`src/rtl/pkt_ring_pkg.sv`:
```
package pkt_ring_pkg;
  localparam int PAGE_W = 8;
  localparam int OFS_W  = 8;
  localparam int ADDR_W = PAGE_W + OFS_W;
  localparam int CNT_W  = PAGE_W + 1;

  typedef logic [PAGE_W-1:0] page_t;
  typedef logic [OFS_W-1:0]  ofs_t;
  typedef logic [CNT_W-1:0]  cnt_t;

  typedef enum logic [1:0] {
    SEL_TX_LOW  = 2'd0,
    SEL_BOUND   = 2'd1,
    SEL_RX_HIGH = 2'd2,
    SEL_NONE    = 2'd3
  } ptr_sel_e;

  // next page inside a ring [lo..hi], wrapping at hi
  function automatic page_t page_step(page_t p, page_t lo, page_t hi);
    return (p == hi) ? lo : page_t'(p + page_t'(1));
  endfunction
endpackage

```
`src/rtl/rst_sync.sv`:
```
module rst_sync (
  input  logic clk,
  input  logic rst_n,
  output logic rst_n_sync
);
  logic s1_q, s2_q;

  always_ff @(posedge clk or negedge rst_n) begin
    if (!rst_n) begin
      s1_q <= 1'b0;
      s2_q <= 1'b0;
    end else begin
      s1_q <= 1'b1;
      s2_q <= s1_q;
    end
  end

  assign rst_n_sync = s2_q;
endmodule

```
`src/rtl/ring_ptr_regs.sv`:
```
module ring_ptr_regs
  import pkt_ring_pkg::*;
#(
  parameter page_t TXLO_RST = 8'h00,
  parameter page_t BP_RST   = 8'h40,
  parameter page_t RXHI_RST = 8'hFF
) (
  input  logic             clk,
  input  logic             rst_n,
  input  logic             we,
  input  logic [1:0]       sel,
  input  logic [PAGE_W-1:0] wdata,
  input  logic             rings_idle,
  output page_t            txlo,
  output page_t            bp,
  output page_t            rxhi,
  output page_t            txlo_nxt,
  output page_t            bp_nxt,
  output logic             rearm,
  output logic             cfg_err
);
  page_t txlo_q, bp_q, rxhi_q;
  page_t txlo_d, bp_d, rxhi_d;
  logic  accept;
  ptr_sel_e sel_e;

  assign sel_e  = ptr_sel_e'(sel);
  assign accept = we && rings_idle && (sel_e != SEL_NONE);

  always_comb begin
    txlo_d = txlo_q;
    bp_d   = bp_q;
    rxhi_d = rxhi_q;
    if (accept) begin
      unique case (sel_e)
        SEL_TX_LOW:  txlo_d = wdata;
        SEL_BOUND:   bp_d   = wdata;
        SEL_RX_HIGH: rxhi_d = wdata;
        default:     ;
      endcase
    end
  end

  always_ff @(posedge clk or negedge rst_n) begin
    if (!rst_n) begin
      txlo_q <= TXLO_RST;
      bp_q   <= BP_RST;
      rxhi_q <= RXHI_RST;
    end else if (accept) begin
      txlo_q <= txlo_d;
      bp_q   <= bp_d;
      rxhi_q <= rxhi_d;
    end
  end

  assign txlo     = txlo_q;
  assign bp       = bp_q;
  assign rxhi     = rxhi_q;
  assign txlo_nxt = txlo_d;
  assign bp_nxt   = bp_d;
  assign rearm    = accept;
  assign cfg_err  = (txlo_q >= bp_q) || (rxhi_q < bp_q);

  // writes during an open packet must leave every pointer untouched
  assert_hold_busy_R9: assert property (@(posedge clk) disable iff (!rst_n)
    (we && !rings_idle) |=> ($stable(txlo_q) && $stable(bp_q) && $stable(rxhi_q)));
endmodule

```
`src/rtl/ring_walker.sv`:
```
module ring_walker
  import pkt_ring_pkg::*;
#(
  parameter int    DESC_BYTES = 4,
  parameter page_t RST_PAGE   = 8'h00
) (
  input  logic  clk,
  input  logic  rst_n,
  input  page_t lo,
  input  page_t hi,
  input  logic  rearm,
  input  page_t rearm_lo,
  input  logic  start,
  input  logic  adv,
  input  logic  fin,
  output logic  busy,
  output logic [ADDR_W-1:0] addr,
  output page_t pkt_page,
  output logic  done,
  output page_t done_page,
  output cnt_t  done_cnt
);
  localparam ofs_t DESC_OFS = ofs_t'(DESC_BYTES);
  localparam ofs_t OFS_LAST = '1;
  localparam cnt_t CNT_ONE  = cnt_t'(1);

  logic  busy_q, busy_d;
  page_t page_q, page_d;
  ofs_t  ofs_q, ofs_d;
  page_t first_q, first_d;
  cnt_t  npg_q, npg_d;
  page_t next_q, next_d;
  logic  done_q, done_d;
  page_t dpage_q, dpage_d;
  cnt_t  dcnt_q, dcnt_d;
  page_t base;
  logic  tail_empty;

  assign base       = rearm ? rearm_lo : next_q;
  assign tail_empty = (ofs_q == '0) && (npg_q > CNT_ONE);

  always_comb begin
    busy_d  = busy_q;
    page_d  = page_q;
    ofs_d   = ofs_q;
    first_d = first_q;
    npg_d   = npg_q;
    next_d  = next_q;
    done_d  = 1'b0;
    dpage_d = dpage_q;
    dcnt_d  = dcnt_q;
    if (!busy_q) begin
      next_d = base;
      if (start) begin
        busy_d  = 1'b1;
        page_d  = base;
        ofs_d   = DESC_OFS;
        first_d = base;
        npg_d   = CNT_ONE;
      end
    end else if (fin) begin
      busy_d  = 1'b0;
      done_d  = 1'b1;
      dpage_d = first_q;
      if (tail_empty) begin
        dcnt_d = npg_q - CNT_ONE;
        next_d = page_q;
      end else begin
        dcnt_d = npg_q;
        next_d = page_step(page_q, lo, hi);
      end
    end else if (adv) begin
      if (ofs_q == OFS_LAST) begin
        ofs_d  = '0;
        page_d = page_step(page_q, lo, hi);
        npg_d  = npg_q + CNT_ONE;
      end else begin
        ofs_d = ofs_q + ofs_t'(1);
      end
    end
  end

  always_ff @(posedge clk or negedge rst_n) begin
    if (!rst_n) begin
      busy_q  <= 1'b0;
      page_q  <= '0;
      ofs_q   <= '0;
      first_q <= '0;
      npg_q   <= '0;
      next_q  <= RST_PAGE;
      done_q  <= 1'b0;
      dpage_q <= '0;
      dcnt_q  <= '0;
    end else begin
      busy_q  <= busy_d;
      page_q  <= page_d;
      ofs_q   <= ofs_d;
      first_q <= first_d;
      npg_q   <= npg_d;
      next_q  <= next_d;
      done_q  <= done_d;
      dpage_q <= dpage_d;
      dcnt_q  <= dcnt_d;
    end
  end

  assign busy      = busy_q;
  assign addr      = {page_q, ofs_q};
  assign pkt_page  = first_q;
  assign done      = done_q;
  assign done_page = dpage_q;
  assign done_cnt  = dcnt_q;

  // a fresh packet leaves the descriptor slot free
  assert_desc_slot_R2: assert property (@(posedge clk) disable iff (!rst_n)
    $rose(busy_q) |-> (ofs_q == DESC_OFS && page_q == first_q));

  // a lone step inside a page moves the offset by exactly one
  assert_ofs_step_R3: assert property (@(posedge clk) disable iff (!rst_n)
    (busy_q && adv && !fin && ofs_q != OFS_LAST) |=> (ofs_q == $past(ofs_q) + ofs_t'(1)));

  // a close yields one nonzero report and an idle ring
  assert_done_report_R8: assert property (@(posedge clk) disable iff (!rst_n)
    done_q |-> (!busy_q && dcnt_q != '0));

  // start strobes on an open packet leave its first page alone
  assert_start_ignored_R11: assert property (@(posedge clk) disable iff (!rst_n)
    (busy_q && !fin) |=> $stable(first_q));
endmodule

```
`src/rtl/pkt_ring_addr_gen.sv`:
```
module pkt_ring_addr_gen
  import pkt_ring_pkg::*;
#(
  parameter int    DESC_BYTES = 4,
  parameter page_t TXLO_RST   = 8'h00,
  parameter page_t BP_RST     = 8'h40,
  parameter page_t RXHI_RST   = 8'hFF
) (
  input  logic               clk,
  input  logic               rst_n,
  input  logic               cfg_we,
  input  logic [1:0]         cfg_sel,
  input  logic [PAGE_W-1:0]  cfg_wdata,
  output logic               cfg_err,
  input  logic               tx_start,
  input  logic               tx_adv,
  input  logic               tx_end,
  output logic               tx_busy,
  output logic [ADDR_W-1:0]  tx_addr,
  output logic [PAGE_W-1:0]  tx_pkt_page,
  output logic               tx_done,
  output logic [PAGE_W-1:0]  tx_done_page,
  output logic [CNT_W-1:0]   tx_done_pages,
  input  logic               rx_start,
  input  logic               rx_adv,
  input  logic               rx_end,
  output logic               rx_busy,
  output logic [ADDR_W-1:0]  rx_addr,
  output logic [PAGE_W-1:0]  rx_pkt_page,
  output logic               rx_done,
  output logic [CNT_W-1:0]   rx_done_pages,
  output logic [PAGE_W-1:0]  rx_done_page
);
  localparam int NRING = 2;

  logic  rst_i;
  page_t txlo, bp, rxhi, txlo_nxt, bp_nxt;
  logic  rearm;

  page_t            r_lo [NRING];
  page_t            r_hi [NRING];
  page_t            r_rlo[NRING];
  logic [NRING-1:0] r_start, r_adv, r_fin, r_busy, r_done;
  logic [ADDR_W-1:0] r_addr[NRING];
  page_t            r_ppg[NRING];
  page_t            r_dpg[NRING];
  cnt_t             r_dcnt[NRING];

  rst_sync u_rst (
    .clk       (clk),
    .rst_n     (rst_n),
    .rst_n_sync(rst_i)
  );

  ring_ptr_regs #(
    .TXLO_RST(TXLO_RST),
    .BP_RST  (BP_RST),
    .RXHI_RST(RXHI_RST)
  ) u_regs (
    .clk       (clk),
    .rst_n     (rst_i),
    .we        (cfg_we),
    .sel       (cfg_sel),
    .wdata     (cfg_wdata),
    .rings_idle(~|r_busy),
    .txlo      (txlo),
    .bp        (bp),
    .rxhi      (rxhi),
    .txlo_nxt  (txlo_nxt),
    .bp_nxt    (bp_nxt),
    .rearm     (rearm),
    .cfg_err   (cfg_err)
  );

  // ring 0 transmits in [txlo .. bp-1], ring 1 receives in [bp .. rxhi]
  assign r_lo[0]  = txlo;
  assign r_hi[0]  = bp - page_t'(1);
  assign r_rlo[0] = txlo_nxt;
  assign r_lo[1]  = bp;
  assign r_hi[1]  = rxhi;
  assign r_rlo[1] = bp_nxt;

  assign r_start = {rx_start, tx_start};
  assign r_adv   = {rx_adv,   tx_adv};
  assign r_fin   = {rx_end,   tx_end};

  for (genvar g = 0; g < NRING; g++) begin : g_ring
    ring_walker #(
      .DESC_BYTES(DESC_BYTES),
      .RST_PAGE  ((g == 0) ? TXLO_RST : BP_RST)
    ) u_walk (
      .clk      (clk),
      .rst_n    (rst_i),
      .lo       (r_lo[g]),
      .hi       (r_hi[g]),
      .rearm    (rearm),
      .rearm_lo (r_rlo[g]),
      .start    (r_start[g]),
      .adv      (r_adv[g]),
      .fin      (r_fin[g]),
      .busy     (r_busy[g]),
      .addr     (r_addr[g]),
      .pkt_page (r_ppg[g]),
      .done     (r_done[g]),
      .done_page(r_dpg[g]),
      .done_cnt (r_dcnt[g])
    );
  end

  assign tx_busy       = r_busy[0];
  assign tx_addr       = r_addr[0];
  assign tx_pkt_page   = r_ppg[0];
  assign tx_done       = r_done[0];
  assign tx_done_page  = r_dpg[0];
  assign tx_done_pages = r_dcnt[0];
  assign rx_busy       = r_busy[1];
  assign rx_addr       = r_addr[1];
  assign rx_pkt_page   = r_ppg[1];
  assign rx_done       = r_done[1];
  assign rx_done_page  = r_dpg[1];
  assign rx_done_pages = r_dcnt[1];

  // an open transmit walk never leaves [txlo .. bp-1] on a sane pointer set
  assert_tx_in_ring_R4: assert property (@(posedge clk) disable iff (!rst_i)
    (tx_busy && !cfg_err) |-> (tx_addr[ADDR_W-1:OFS_W] >= txlo && tx_addr[ADDR_W-1:OFS_W] < bp));

  // an open receive walk never leaves [bp .. rxhi] on a sane pointer set
  assert_rx_in_ring_R5: assert property (@(posedge clk) disable iff (!rst_i)
    (rx_busy && !cfg_err) |-> (rx_addr[ADDR_W-1:OFS_W] >= bp && rx_addr[ADDR_W-1:OFS_W] <= rxhi));
endmodule

```
`config.mk`:
```
export PLATFORM = sky130hd
export DESIGN_NAME = pkt_ring_addr_gen
export DESIGN_NICKNAME = d
export VERILOG_FILES = /design/src/rtl/pkt_ring_pkg.sv /design/src/rtl/rst_sync.sv /design/src/rtl/ring_ptr_regs.sv /design/src/rtl/ring_walker.sv /design/src/rtl/pkt_ring_addr_gen.sv
export SDC_FILE = /design/constraint.sdc
export NUM_CORES = 1
export LEC_CHECK = 0
export BUFFER_PORTS_ARGS = -buffer_cell sky130_fd_sc_hd__buf_2
export CAP_MARGIN = 30
export CORE_ASPECT_RATIO = 1.1
export CORE_UTILIZATION = 45
export DETAILED_ROUTE_END_ITERATION = 16
export SYNTH_ARGS = -nofsm -noshare
export SYNTH_HDL_FRONTEND = slang
export SYNTH_SLANG_ARGS = --single-unit
```
`constraint.sdc`:
```
create_clock -name clk -period 10.1 [get_ports clk]
set_input_delay 0.505 -clock clk [delete_from_list [all_inputs] [get_ports clk]]
set_output_delay 0.505 -clock clk [all_outputs]
set_load 0.05 [all_outputs]
```
# Yosys cells after proc, flatten, opt, wreduce, memory -nomap -nowiden

Index checks and enable logic that the tools add are counted.

Register bits: 146
Input bits: 19
Logic and storage cells: 128

$add $sub $neg: 9
Magnitude comparators: 4
Eq/ne operators: 15
Mux-type cells: 54
Bitwise logic cells: 2
Reduce and logical (&&, ||, !) cells: 21

Operators with widths:

| cell                | number |
|---|---|
| $mux 8              | 32 |
| $mux 9              | 12 |
| $add 8x1->8 const B | 4 |
| $add 9x1->9 const B | 2 |
| $gt 9x1->1 const B  | 2 |
| $ne 2x2->1 const B  | 9 |
| $sub 9x1->9 const B | 2 |
| $eq 8x8->1          | 2 |
| $eq 8x8->1 const B  | 2 |
| $logic_not 8->1     | 2 |
| $mux 1              | 10 |
| $reduce_and 2->1    | 5 |
| $ge 8x8->1          | 1 |
| $lt 8x8->1          | 1 |
| $reduce_and 4->1    | 2 |
| $sub 8x1->8 const B | 1 |
| $reduce_and 3->1    | 2 |
| $logic_and 1x1->1   | 4 |
| $reduce_bool 2->1   | 2 |
| $eq 2x1->1 const B  | 1 |
| $eq 2x2->1 const B  | 1 |
| $logic_not 2->1     | 1 |
| $not 1->1           | 2 |
| $reduce_or 2->1     | 1 |
| 2 further kinds     | 2 |

# Depth between registers and ports, before layout

Gate-level depths: netlist (run 1).

Depth in word-level cells: 7
Mapped depth: 10
Gate-level depth less buffers: 9

# By module

A second synthesis (run 1) with hierarchy kept.

Cells, all modules: 875
Area, all modules: 8433.1 µm²

Modules (own cells, without submodules):

| module                          | instances | cells each | area an instance (µm²) |
|---|---|---|---|
| ring_walker at g_ring[1].u_walk | 1         | 367        | 3345.7 |
| ring_walker at g_ring[0].u_walk | 1         | 367        | 3344.5 |
| ring_ptr_regs                   | 1         | 119        | 1539.0 |
| pkt_ring_addr_gen               | 1         | 19         | 150.1 |
| rst_sync                        | 1         | 3          | 53.8 |

# Least setup slack after synthesis (run 1)

Ideal clock, no wire load.

Path kind: reg-to-output
Start: register u_regs.bp_q[0] (netlist: u_regs.bp[0])
End: output cfg_err
Arrival time: 2.121 ns
Required time: 9.595 ns
Setup slack: 7.474 ns
Cell stages (with the launch flop): 9
Path buffers: 0
Cell sequence: dfrtp_1 ha_1 nand2b_1 a21o_1 a21o_1 a211oi_1 o21bai_1 a21o_1 a221o_1

Longest elaborated chain between the ends: 2
Elaborated cells between the ends (all ways): 3
Those cells by class: 2 x order compare; 1 x reduce/logical

RTL lines:

| item                                            | line                    | text |
|---|---|---|
| from (decl)                                     | ring_ptr_regs.sv:22     | `page_t txlo_q, bp_q, rxhi_q;` |
| from (signal assigned)                          | ring_ptr_regs.sv:51     | `bp_q <= bp_d;` |
| $ge 8x8->1 / $lt 8x8->1 (equally long branches) | ring_ptr_regs.sv:62     | `assign cfg_err = (txlo_q >= bp_q) \|\| (rxhi_q < bp_q);` |
| $logic_or 1x1->1 (*)                            | ring_ptr_regs.sv:62     |  |
| to (decl)                                       | pkt_ring_addr_gen.sv:14 | `output logic cfg_err,` |

Mark *: on every way between the ends. The rest lies on a longest branch, timed or not.

# Worst setup path in the final report (run 1)

Ends and elaborated chain as after synthesis.

==> results of run 1 <==
## metal layers
layer	up-vias	wire, um	global-route usage (%)
li1	3150	-	-
met2	180	9368	36.64
met1	3150	9359	32.22
met5	-	0	0
met3	20	949	4.525
met4	0	226	5.449
## repair_timing
item,4_1_cts,5_1_grt
resized for setup,0,0
hold endpoints to repair,2,0
hold buffers,1,0
## layout make-up
cell class / instances / area [um2]
fill: 1594 / 7865
multi-input combinational: 626 / 4016
sequential: 146 / 3670
timing repair buffer: 112 / 598.1
clock buffer: 18 / 429.2
tap: 234 / 292.8
clock inverter: 13 / 209.0
inverter: 33 / 123.9
## final timing paths
path | to | slack (ns) | depth (start not counted)
max in group asynchronous | g_ring[0].u_walk.npg_q[7]$_DFFE_PN0P_ | 8.29 | 2
min in group clk | u_rst.rst_n_sync$_DFF_PN0_ | 0.35 | 0
max reg2reg | g_ring[0].u_walk.next_q[2]$_DFFE_PN0P_ | 6.95 | 9
max | cfg_err | 6.88 | 9
min reg2reg | g_ring[1].u_walk.page_q[7]$_DFFE_PN0P_ | 0.29 | 0
min | g_ring[1].u_walk.page_q[7]$_DFFE_PN0P_ | 0.29 | 0
## power by group
part           total, mW  switching (mW)  internal [mW]  leakage [nW]
Sequential         0.998           0.233          0.766          1.87
Clock              0.690           0.252          0.438         0.304
Combinational       1.10           0.738          0.357          2.19
Total               2.78            1.22           1.56          4.36
## cells by family after synthesis
family	count (synthesis)	synth area share, %
and+or+nand+nor	281	16.20
DFF	146	45.91
adders and majority gates	28	4.387
AOI/OAI and AO/OA	194	14.73
muxes	60	8.132
buffers and inverters	76	3.792
other	1	0.04696
xor gates and xnor gates	62	6.800
## cell usage in the layout (no fill, tap or decap), types with 8 or more instances in the layout
cell type    n
dfrtp_1    135
nand2_1    111
buf_2      106
o21ai_0     84
nor2_1      72
a21oi_1     54
mux2_2      39
xor2_1      34
inv_1       32
nand3_1     30
xnor2_1     28
ha_1        28
mux2i_1     21
clkbuf_16   17
nor3_1      11
dfstp_2     10
and3_1       9
nand4_1      8
## through the flow
stage / hold slack (ns) / total power, mW / cells / area, um2
detailed placement: 0.2979 / 2.099 / 1150 / 8691
floorplan: 0.2094 / 1.803 / 848 / 7985
global placement: 0.2908 / 2.088 / 1148 / 8658
global route: 0.3319 / 2.948 / 1182 / 9339
finish: 0.2866 / 2.783 / 1182 / 9339
CTS: 0.3159 / 2.798 / 1182 / 9339
## state kept, by name, indices dropped and copies added (netlist names)
register	count
u_rst.s1_q	1
g_ring.u_walk.pkt_page	16
g_ring.u_walk.done	2
g_ring.u_walk.done_page	16
g_ring.u_walk.next_q	16
g_ring.u_walk.busy	2
g_ring.u_walk.done_cnt	18
g_ring.u_walk.ofs_q	16
g_ring.u_walk.page_q	16
u_regs.bp	8
u_rst.rst_n_sync	1
u_regs.txlo	8
u_regs.rxhi	8
g_ring.u_walk.npg_q	18
==> impl_metrics.py, run 1 <==
metrics = {
    "clock_network": {
        "cts_made_buffers": 17,
        "tritoncts": "done",
        "worstSkewPairLatency_ns": 0.43,
        "cts_root_buffer": "clkbuf_16",
        "htree_levels": 4,
        "cts.sinks": 146,
        "cts_setup_buffers": 0,
        "path_clk_slew_ns": 0.06,
        "cts_max_path_buffers": 2,
    },
    "critical_path": {
        "start_kind": "register",
        "cp_data_arrival_time_ns": 2.72,
        "crit_path_max_fanout": 7,
        "path_delay_family": "compound AO/OA/AOI/OAI gates",
        "slowest_delay_ns": 0.45,
        "end_kind": "output pin",
        "crit_path_cell_trace": "ha_1 -> nand2b_1 -> a21o_1 -> a21o_1 -> a211oi_1 -> o21bai_1 -> a21o_1 -> a221o_1 -> buf_2",
        "cp_num_buf_inv": 1,
        "r2r-start": "u_regs.bp[0]$_DFFE_PN0P_",
        "cp_common_cell": "a21o_1",
        "critical_path_class": "reg2out",
        "worstSetupStartpoint": "u_regs.bp[0]$_DFFE_PN0P_",
        "crit_required_ns": 9.60,
        "cp_slowest_cell": "dfrtp_1",
    },
    "power": {
        "ir_drop_mv": 0.1699,
        "p_per_area_nw_per_um2": 298.0,
        "p_leak_nw": 4.362,
    },
    "global_routing": {
        "overflow": 0,
        "antenna_found_initial": 0,
        "grt_max_degree": 69,
        "first_global_vias": 6013,
        "grt_pass1_wl_um": 32200,
        "grtUsageTotal_pct": 23.01,
    },
    "synthesis": {
        "synth.avg_cell_area_um2": 9.416,
        "synthArstFlopShare_pct": 100.0,
        "yosysUniqueCellTypes": 60,
        "ys_warn_count": 0,
        "synthTopCellsByArea": "dfrtp_1, mux2_2, o21ai_0",
        "netlist_instances": 848,
        "synth_seq_cells": 146,
        "ys_top_cells_by_count": "dfrtp_1, nand2_1, o21ai_0, nor2_1, a21oi_1",
        "yosysMostFrequentCell": "dfrtp_1",
        "synth-edff-count": 0,
        "seq_area_frac_synth_pct": 45.91,
        "netlist_area_um2": 7985,
        "synth_area_leader_cell": "dfrtp_1",
        "syn_nets": 895,
        "synth_top_area_share_pct": 42.62,
        "ys.flop_type": "dfrtp_1",
    },
    "cells_and_area": {
        "syn_to_final_growth_pct": 16.95,
        "finalNetCount": 983,
        "antenna_cells": 0,
        "drive_gt1_share_pct": 21.31,
        "final_core_util_pct": 54.28,
    },
    "job": {
        "max_cap_viol_count": 0,
    },
    "sta": {
        "setup_tns_ns": 0,
        "fmax_ghz": 0.3105,
        "timing.slew.headroom_pct": 32.15,
        "final_hold_viol_count": 0,
        "setup_slack_ns": 6.879,
        "post-route-period-util_pct": 31.89,
        "tightest_slew_ns": 1.018,
        "final.setup_skew_ns": 0.01207,
        "timing.final.crit_period_ns": 3.221,
        "setup_viol_count_final": 0,
        "rsz0062_at_grt": "no",
        "finalMaxSlewViolations": 0,
    },
    "routing": {
        "vias_per_cell": 5.499,
        "ant_nets": 0,
        "drcViolationCount": 0,
        "dr.first_iter.drc_count": 358,
        "routedWlPerCell_um": 16.84,
        "dr_total_vias": 6500,
        "dr.pass1.iters": 5,
        "drt-total-wl_um": 19900,
    },
    "floorplanning": {
        "die-height_um": 141.7,
        "die_area_um2": 18280,
        "rows": 50,
        "start_util_pct": 46.41,
        "ios": 106,
        "coreArea_um2": 17200,
        "die_w_um": 129.0,
    },
    "placement": {
        "gp_congestion": 0.8682,
        "numPortBuffers": 105,
        "hpwlAfterDp_um": 14160,
        "pre_cts_slack_ns": 7.025,
    },
    "run_status": {
        "status": "finished, final reports clean",
    },
    "min_path": {
        "hold_class": "reg2async",
    },
}
Note: power is estimated with default switching activity, not from simulation.
==> run 2: changes to the inputs <==
Settings changed: ABC_AREA set to 1.
Clock period 10.1 ns to 3.4 ns, I/O delays scaled along.
==> run 2 against run 1 <==
  * Setup slack lost 6.1 ns
  * Final area grew 3.6%
  * Sequential share of layout area shrank 1.4 points
  * Total power grew to 3.3 times the previous value
  * Clock power grew to 3.0 times the previous value
  * Area after synthesis grew 3.3%
  * Synthesized cell count grew 28%
  * Register-to-register slack lost 6.2 ns
  * Sequential power grew to 3.0 times the previous value
  * Sequential cell count is the same
==> impl_metrics.py, run 2 <==
metrics = {
    "synthesis": {
        "synth_top_area_share_pct": 41.25,
        "netlist_instances": 1086,
        "ys_warn_count": 0,
        "synth_area_leader_cell": "dfrtp_1",
        "synth_seq_cells": 146,
        "ys_top_cells_by_count": "nand2_1, dfrtp_1, inv_1, nor2_1, o21ai_0",
        "synthTopCellsByArea": "dfrtp_1, nand2_1, o21ai_0",
        "netlist_area_um2": 8250,
        "synth-edff-count": 0,
        "synth.avg_cell_area_um2": 7.597,
        "yosysMostFrequentCell": "nand2_1",
        "seq_area_frac_synth_pct": 44.43,
        "yosysUniqueCellTypes": 47,
        "ys.flop_type": "dfrtp_1",
        "synthArstFlopShare_pct": 100.0,
        "syn_nets": 1133,
    },
    "min_path": {
        "hold_class": "in2reg",
    },
    "power": {
        "comb_power_share_pct": 45.4,
        "p_sw_mw": 4.402,
        "p_per_area_nw_per_um2": 949.5,
        "switching_share_pct": 47.90,
        "clkPwrFrac_pct": 22.5,
        "power.internal_mw": 4.787,
        "p_seq_share_pct": 32.1,
        "ir_drop_mv": 0.5660,
        "p_leak_nw": 4.905,
    },
    "routing": {
        "drcViolationCount": 0,
        "dr.first_iter.drc_count": 351,
        "routedWlPerCell_um": 15.66,
        "vias_per_cell": 5.156,
        "dr.pass1.iters": 5,
        "ant_nets": 0,
        "dr_total_vias": 7425,
        "drt-total-wl_um": 22550,
    },
    "critical_path": {
        "cp_num_buf_inv": 2,
        "critical_path_class": "reg2reg",
        "crit_path_cell_trace": "inv_1 -> ha_1 -> nand3_1 -> nor4_1 -> nand3_1 -> inv_1 -> a21oi_1 -> o21ai_0 -> nand2_1",
        "path_delay_family": "simple AND/OR/NAND/NOR gates",
        "crit_required_ns": 3.71,
        "crit_path_max_fanout": 23,
        "cp_data_arrival_time_ns": 2.92,
        "start_kind": "register",
        "slowest_delay_ns": 0.66,
        "end_kind": "register",
        "cp_slowest_cell": "inv_1",
    },
    "sta": {
        "hold_slack_ns": 0.01232,
        "tightest_slew_ns": 0.8661,
        "setup_viol_count_final": 0,
        "finalMaxSlewViolations": 0,
        "rsz0062_at_grt": "no",
        "timing.slew.headroom_pct": 42.05,
        "fmax_ghz": 0.3830,
        "final_hold_viol_count": 0,
        "post-route-period-util_pct": 76.79,
        "timing.final.crit_period_ns": 2.611,
        "setup_tns_ns": 0,
        "final.setup_skew_ns": 0.01482,
    },
    "cells_and_area": {
        "stdcell_area_um2": 9678,
        "final_core_util_pct": 54.36,
        "antenna_cells": 0,
        "finalNetCount": 1236,
        "drive_gt1_share_pct": 15.31,
        "syn_to_final_growth_pct": 17.30,
        "layout_common_cells": "nand2_1, dfrtp_1, buf_2, inv_1, nor2_1",
        "finalNonFillerCells": 1440,
        "layout_commonest_cell": "nand2_1",
    },
    "clock_network": {
        "cts.sinks": 146,
        "cts_made_buffers": 17,
        "path_clk_slew_ns": 0.07,
        "worstSkewPairLatency_ns": 0.44,
        "cts_resized": 0,
        "htree_levels": 4,
        "tritoncts": "done",
        "cts_root_buffer": "clkbuf_16",
        "cts_max_path_buffers": 2,
    },
    "job": {
        "max_cap_viol_count": 0,
    },
    "global_routing": {
        "overflow": 0,
        "first_global_vias": 7264,
        "grt_pass1_wl_um": 37470,
        "antenna_found_initial": 0,
        "grtUsageTotal_pct": 25.22,
        "grt_max_degree": 57,
    },
    "floorplanning": {
        "ios": 106,
        "die_area_um2": 18880,
        "die-height_um": 144.0,
        "start_util_pct": 46.34,
        "die_w_um": 131.1,
        "rows": 51,
        "coreArea_um2": 17800,
    },
    "run_status": {
        "status": "finished, final reports clean",
    },
    "placement": {
        "gp_congestion": 0.8974,
        "dp.cells": 1405,
        "place_area_um2": 9007,
        "numPortBuffers": 105,
        "hpwlAfterDp_um": 16600,
    },
}
run 2: cell count changes in the layout (fill, tap and decap cells not counted), sizes merged, moves of 9 or more:
cell | previous run | this run
nand3 | 30 | 54
xnor2 | 28 | 8
and3 | 9 | 0
a31oi | 4 | 13
mux2i | 21 | 0
mux2 | 39 | 2
nor2 | 72 | 97
a22oi | 1 | 13
inv | 35 | 105
nand2 | 111 | 345
run 2: path summary, 6_finish.rpt:
kind | from | endpoint | slack, ns | cells after the start
max reg2reg | g_ring[1].u_walk.ofs_q[0]$_DFFE_PN0P_ | g_ring[1].u_walk.next_q[3]$_DFFE_PN0P_ | 0.79 | 9
max | g_ring[1].u_walk.ofs_q[0]$_DFFE_PN0P_ | g_ring[1].u_walk.next_q[3]$_DFFE_PN0P_ | 0.79 | 9
max in group asynchronous | u_rst.rst_n_sync$_DFF_PN0_ | u_regs.rxhi[5]$_DFFE_PN1P_ | 2.09 | 1
min reg2reg | u_rst.s1_q$_DFF_PN0_ | u_rst.rst_n_sync$_DFF_PN0_ | 0.36 | 0
min | rx_adv | g_ring[1].u_walk.ofs_q[1]$_DFFE_PN0P_ | 0.01 | 3
min in group asynchronous | rst_n | u_rst.s1_q$_DFF_PN0_ | 0.05 | 2
run 2: worst min-delay path, delay by kind of cell:
family,cells,cell delay (ns)
AO/OA/AOI/OAI,1,0.07
AND/OR/NAND/NOR,1,0.07
buffers and inverters,1,0.10
run 2: power groups by stage:
stage	combinational [mW]	sequential, mW	clock, mW
3_5_place_dp	4.18	2.98	0
5_1_grt	4.65	3.04	2.17
4_1_cts	4.21	2.95	2.09
3_3_place_gp	4.14	2.97	0
2_1_floorplan	2.07	4.00	0
6_report	4.18	2.95	2.07
run 2: kinds of logic (layout without fill, tap and decap cells):
family,count (synthesis),in the layout,synth area share [%]
AO/OA/AOI/OAI,190,190,12.75
XOR/XNOR,36,36,3.822
adder cells (fa/ha/maj),28,28,4.246
buffers and inverters,141,257,6.870
flip-flops,146,146,44.43
multiplexers,2,2,0.2730
other,1,1,0.04545
AND/OR/NAND/NOR,542,542,27.56
run 2: area by class of cell:
cell class              count  area [um2]
fillers                  1715        8125
multi-input cells         799        4018
flip-flops and latches    146        3670
repair buffers            122       660.6
clock buffers              18       439.2
inverters                 103       391.6
well taps                 238       297.8
clock inverters            14       201.4
run 2: per-layer routing:
| layer | up-vias | track usage [%] | routed length [um] |
|---|---|---|---|
| met1 | 3458 | 30.09 | 9880 |
| met3 | 43 | 4.311 | 911 |
| met5 | - | 0 | 0 |
| met2 | 180 | 44.74 | 11070 |
| li1 | 3744 | - | - |
| met4 | 0 | 11.46 | 681 |
run 2: repair_timing:
action / in CTS / in global routing
buffers inserted: 0 / 0
endpoints found under the hold margin: 4 / 0
hold buffers: 3 / 0
setup endpoints to repair: 0 / 0
run 2: per-stage QoR:
stage                     total power, mW  setup WS [ns]
after floorplan                     6.070         0.9868
after global placement              7.112         0.9014
after detailed placement            7.165         0.8459
after CTS                           9.251         0.7943
after global routing                9.857         0.5043
final                               9.190         0.7890
==> run 3: changes to the inputs <==
Settings changed: PLACE_DENSITY set to 0.67.
Clock period 3.4 ns to 2.4 ns, I/O delays scaled along.
==> run 3 against run 2 <==
  * Sequential share of layout area decreased by 0.43 points
  * Setup slack got worse by 0.67 ns
  * Largest cell class unchanged
  * Critical endpoint is now cfg_err
  * Wire length decreased by 2.8%
  * Final cell count increased by 1.1%
  * Clock-buffer cell count increased by 1
==> impl_metrics.py, run 3 (synthesis gave the netlist of run 2 again) <==
metrics = {
    "routing": {
        "dr.pass1.iters": 5,
        "drcViolationCount": 0,
        "wl_met1_um": 9585,
        "dr.first_iter.drc_count": 484,
        "route.met3.wl_um": 1056,
        "dr_wl_met2_um": 10720,
        "routedWlPerCell_um": 15.04,
        "dr.max_layer_used": "met4",
        "vias_per_cell": 5.139,
        "drt-total-wl_um": 21910,
        "dr_total_vias": 7482,
        "ant_nets": 0,
    },
    "clock_network": {
        "worstSkewPairLatency_ns": 0.43,
        "htree_levels": 4,
        "cts.sinks": 146,
        "cts_max_path_buffers": 2,
        "cts_root_buffer": "clkbuf_16",
        "path_clk_slew_ns": 0.06,
        "tritoncts": "done",
        "cts_setup_buffers": 0,
        "cts_made_buffers": 17,
    },
    "placement": {
        "dp.cells": 1413,
        "pre_cts_slack_ns": 0.2326,
        "numPortBuffers": 105,
        "hpwlAfterDp_um": 15910,
        "place_area_um2": 9092,
        "gp_congestion": 0.8902,
    },
    "sta": {
        "finalMaxSlewViolations": 0,
        "fmax_ghz": 0.4390,
        "hold_slack_ns": 0.01535,
        "final_hold_viol_count": 0,
        "timing.final.crit_period_ns": 2.278,
        "timing.slew.headroom_pct": 56.12,
        "setup_slack_ns": 0.1219,
        "final.setup_skew_ns": 0.007320,
        "setup_viol_count_final": 0,
        "tightest_slew_ns": 0.6574,
        "rsz0062_at_grt": "no",
        "setup_tns_ns": 0,
        "post-route-period-util_pct": 94.92,
    },
    "power": {
        "comb_power_share_pct": 46.7,
        "power.internal_mw": 6.608,
        "clkPwrFrac_pct": 20.6,
        "p_leak_nw": 4.945,
        "finalPower_mw": 12.79,
        "ir_drop_mv": 0.6507,
        "p_seq_share_pct": 32.7,
        "p_sw_mw": 6.180,
        "switching_share_pct": 48.32,
        "p_per_area_nw_per_um2": 1306,
    },
    "cells_and_area": {
        "syn_to_final_growth_pct": 18.70,
        "layout_common_cells": "nand2_1, dfrtp_1, buf_2, inv_1, nor2_1",
        "final_core_util_pct": 55.01,
        "fill_cells": 1700,
        "drive_gt1_share_pct": 15.85,
        "layout_commonest_cell": "nand2_1",
        "finalNetCount": 1253,
        "finalNonFillerCells": 1456,
        "antenna_cells": 0,
        "stdcell_area_um2": 9793,
    },
    "critical_path": {
        "cp_slowest_cell": "dfrtp_1",
        "crit_required_ns": 2.28,
        "slowest_delay_ns": 0.45,
        "critical_path_class": "reg2out",
        "start_kind": "register",
        "crit_path_cell_trace": "inv_1 -> ha_1 -> a21oi_1 -> nor2_1 -> a211oi_1 -> o2111ai_1 -> buf_4",
        "path_delay_family": "compound AO/OA/AOI/OAI gates",
        "end_kind": "output pin",
        "crit_path_max_fanout": 6,
        "cp_num_buf_inv": 2,
        "r2r_setup_slack_ns": 0.27,
        "cp_data_arrival_time_ns": 2.16,
    },
    "floorplanning": {
        "die_w_um": 131.1,
        "coreArea_um2": 17800,
        "ios": 106,
        "start_util_pct": 46.34,
        "die_area_um2": 18880,
        "rows": 51,
        "die-height_um": 144.0,
    },
    "global_routing": {
        "antenna_found_initial": 0,
        "overflow": 0,
        "grt_pass1_wl_um": 36810,
        "grt_max_degree": 58,
        "grtUsageTotal_pct": 24.64,
        "first_global_vias": 7213,
    },
    "job": {
        "max_cap_viol_count": 0,
    },
    "run_status": {
        "status": "finished, final reports clean",
    },
    "min_path": {
        "hold_class": "in2async",
    },
}
[run 3: layout make-up]
class	instances	area, um2	area share [%]
clock buffers	19	442.9	4.523
clock inverters	12	133.9	1.367
inverters	103	391.6	3.999
multi-input cells	799	4018	41.02
flip-flops and latches	146	3671	37.49
well taps	238	297.8	3.041
repair buffers	139	838.3	8.560
[run 3: timing repair]
action / 4_1_cts / 5_1_grt
endpoints found under the hold margin: 13 / 0
setup endpoints to repair: 0 / 3
hold buffers: 12 / 0
gates resized for setup: 0 / 5
[run 3: worst register-to-register path, delay by kind of cell, from the launching register on]
family | cells | cell delay, ns
AOI/OAI and AO/OA | 1 | 0.13
adders and majority gates | 1 | 0.21
buffers and inverters | 1 | 0.13
DFF | 1 | 0.47
and+or+nand+nor | 10 | 1.10
[run 3: power by group through the flow]
stage | clock network [mW] | logic, mW | registers, mW
floorplan | 0 | 2.93 | 5.67
global placement | 0 | 5.85 | 4.19
detailed placement | 0 | 5.90 | 4.22
CTS | 2.68 | 5.97 | 4.18
global route | 2.78 | 6.62 | 4.32
finish | 2.63 | 5.97 | 4.19
[run 3: per-layer routing]
layer	GRT usage, %	vias up
li1	-	3784
met1	30.37	3435
met2	43.20	217
met3	3.961	46
met4	10.09	0
met5	0	-
[run 3: worst paths after layout]
kind                                             from                                     end  depth (start not counted)
min in group clk                               tx_adv   g_ring[0].u_walk.ofs_q[7]$_DFFE_PN0P_                          3
max in group asynchronous  u_rst.rst_n_sync$_DFF_PN0_              u_regs.rxhi[1]$_DFFE_PN1P_                          1
setup / recovery             u_regs.bp[5]$_DFFE_PN0P_                                 cfg_err                          7
hold / removal                                  rst_n                    u_rst.s1_q$_DFF_PN0_                          2
hold reg to reg            u_rst.rst_n_sync$_DFF_PN0_   g_ring[0].u_walk.ofs_q[6]$_DFFE_PN0P_                          0
setup reg to reg             u_regs.bp[0]$_DFFE_PN0P_  g_ring[0].u_walk.next_q[4]$_DFFE_PN0P_                         13
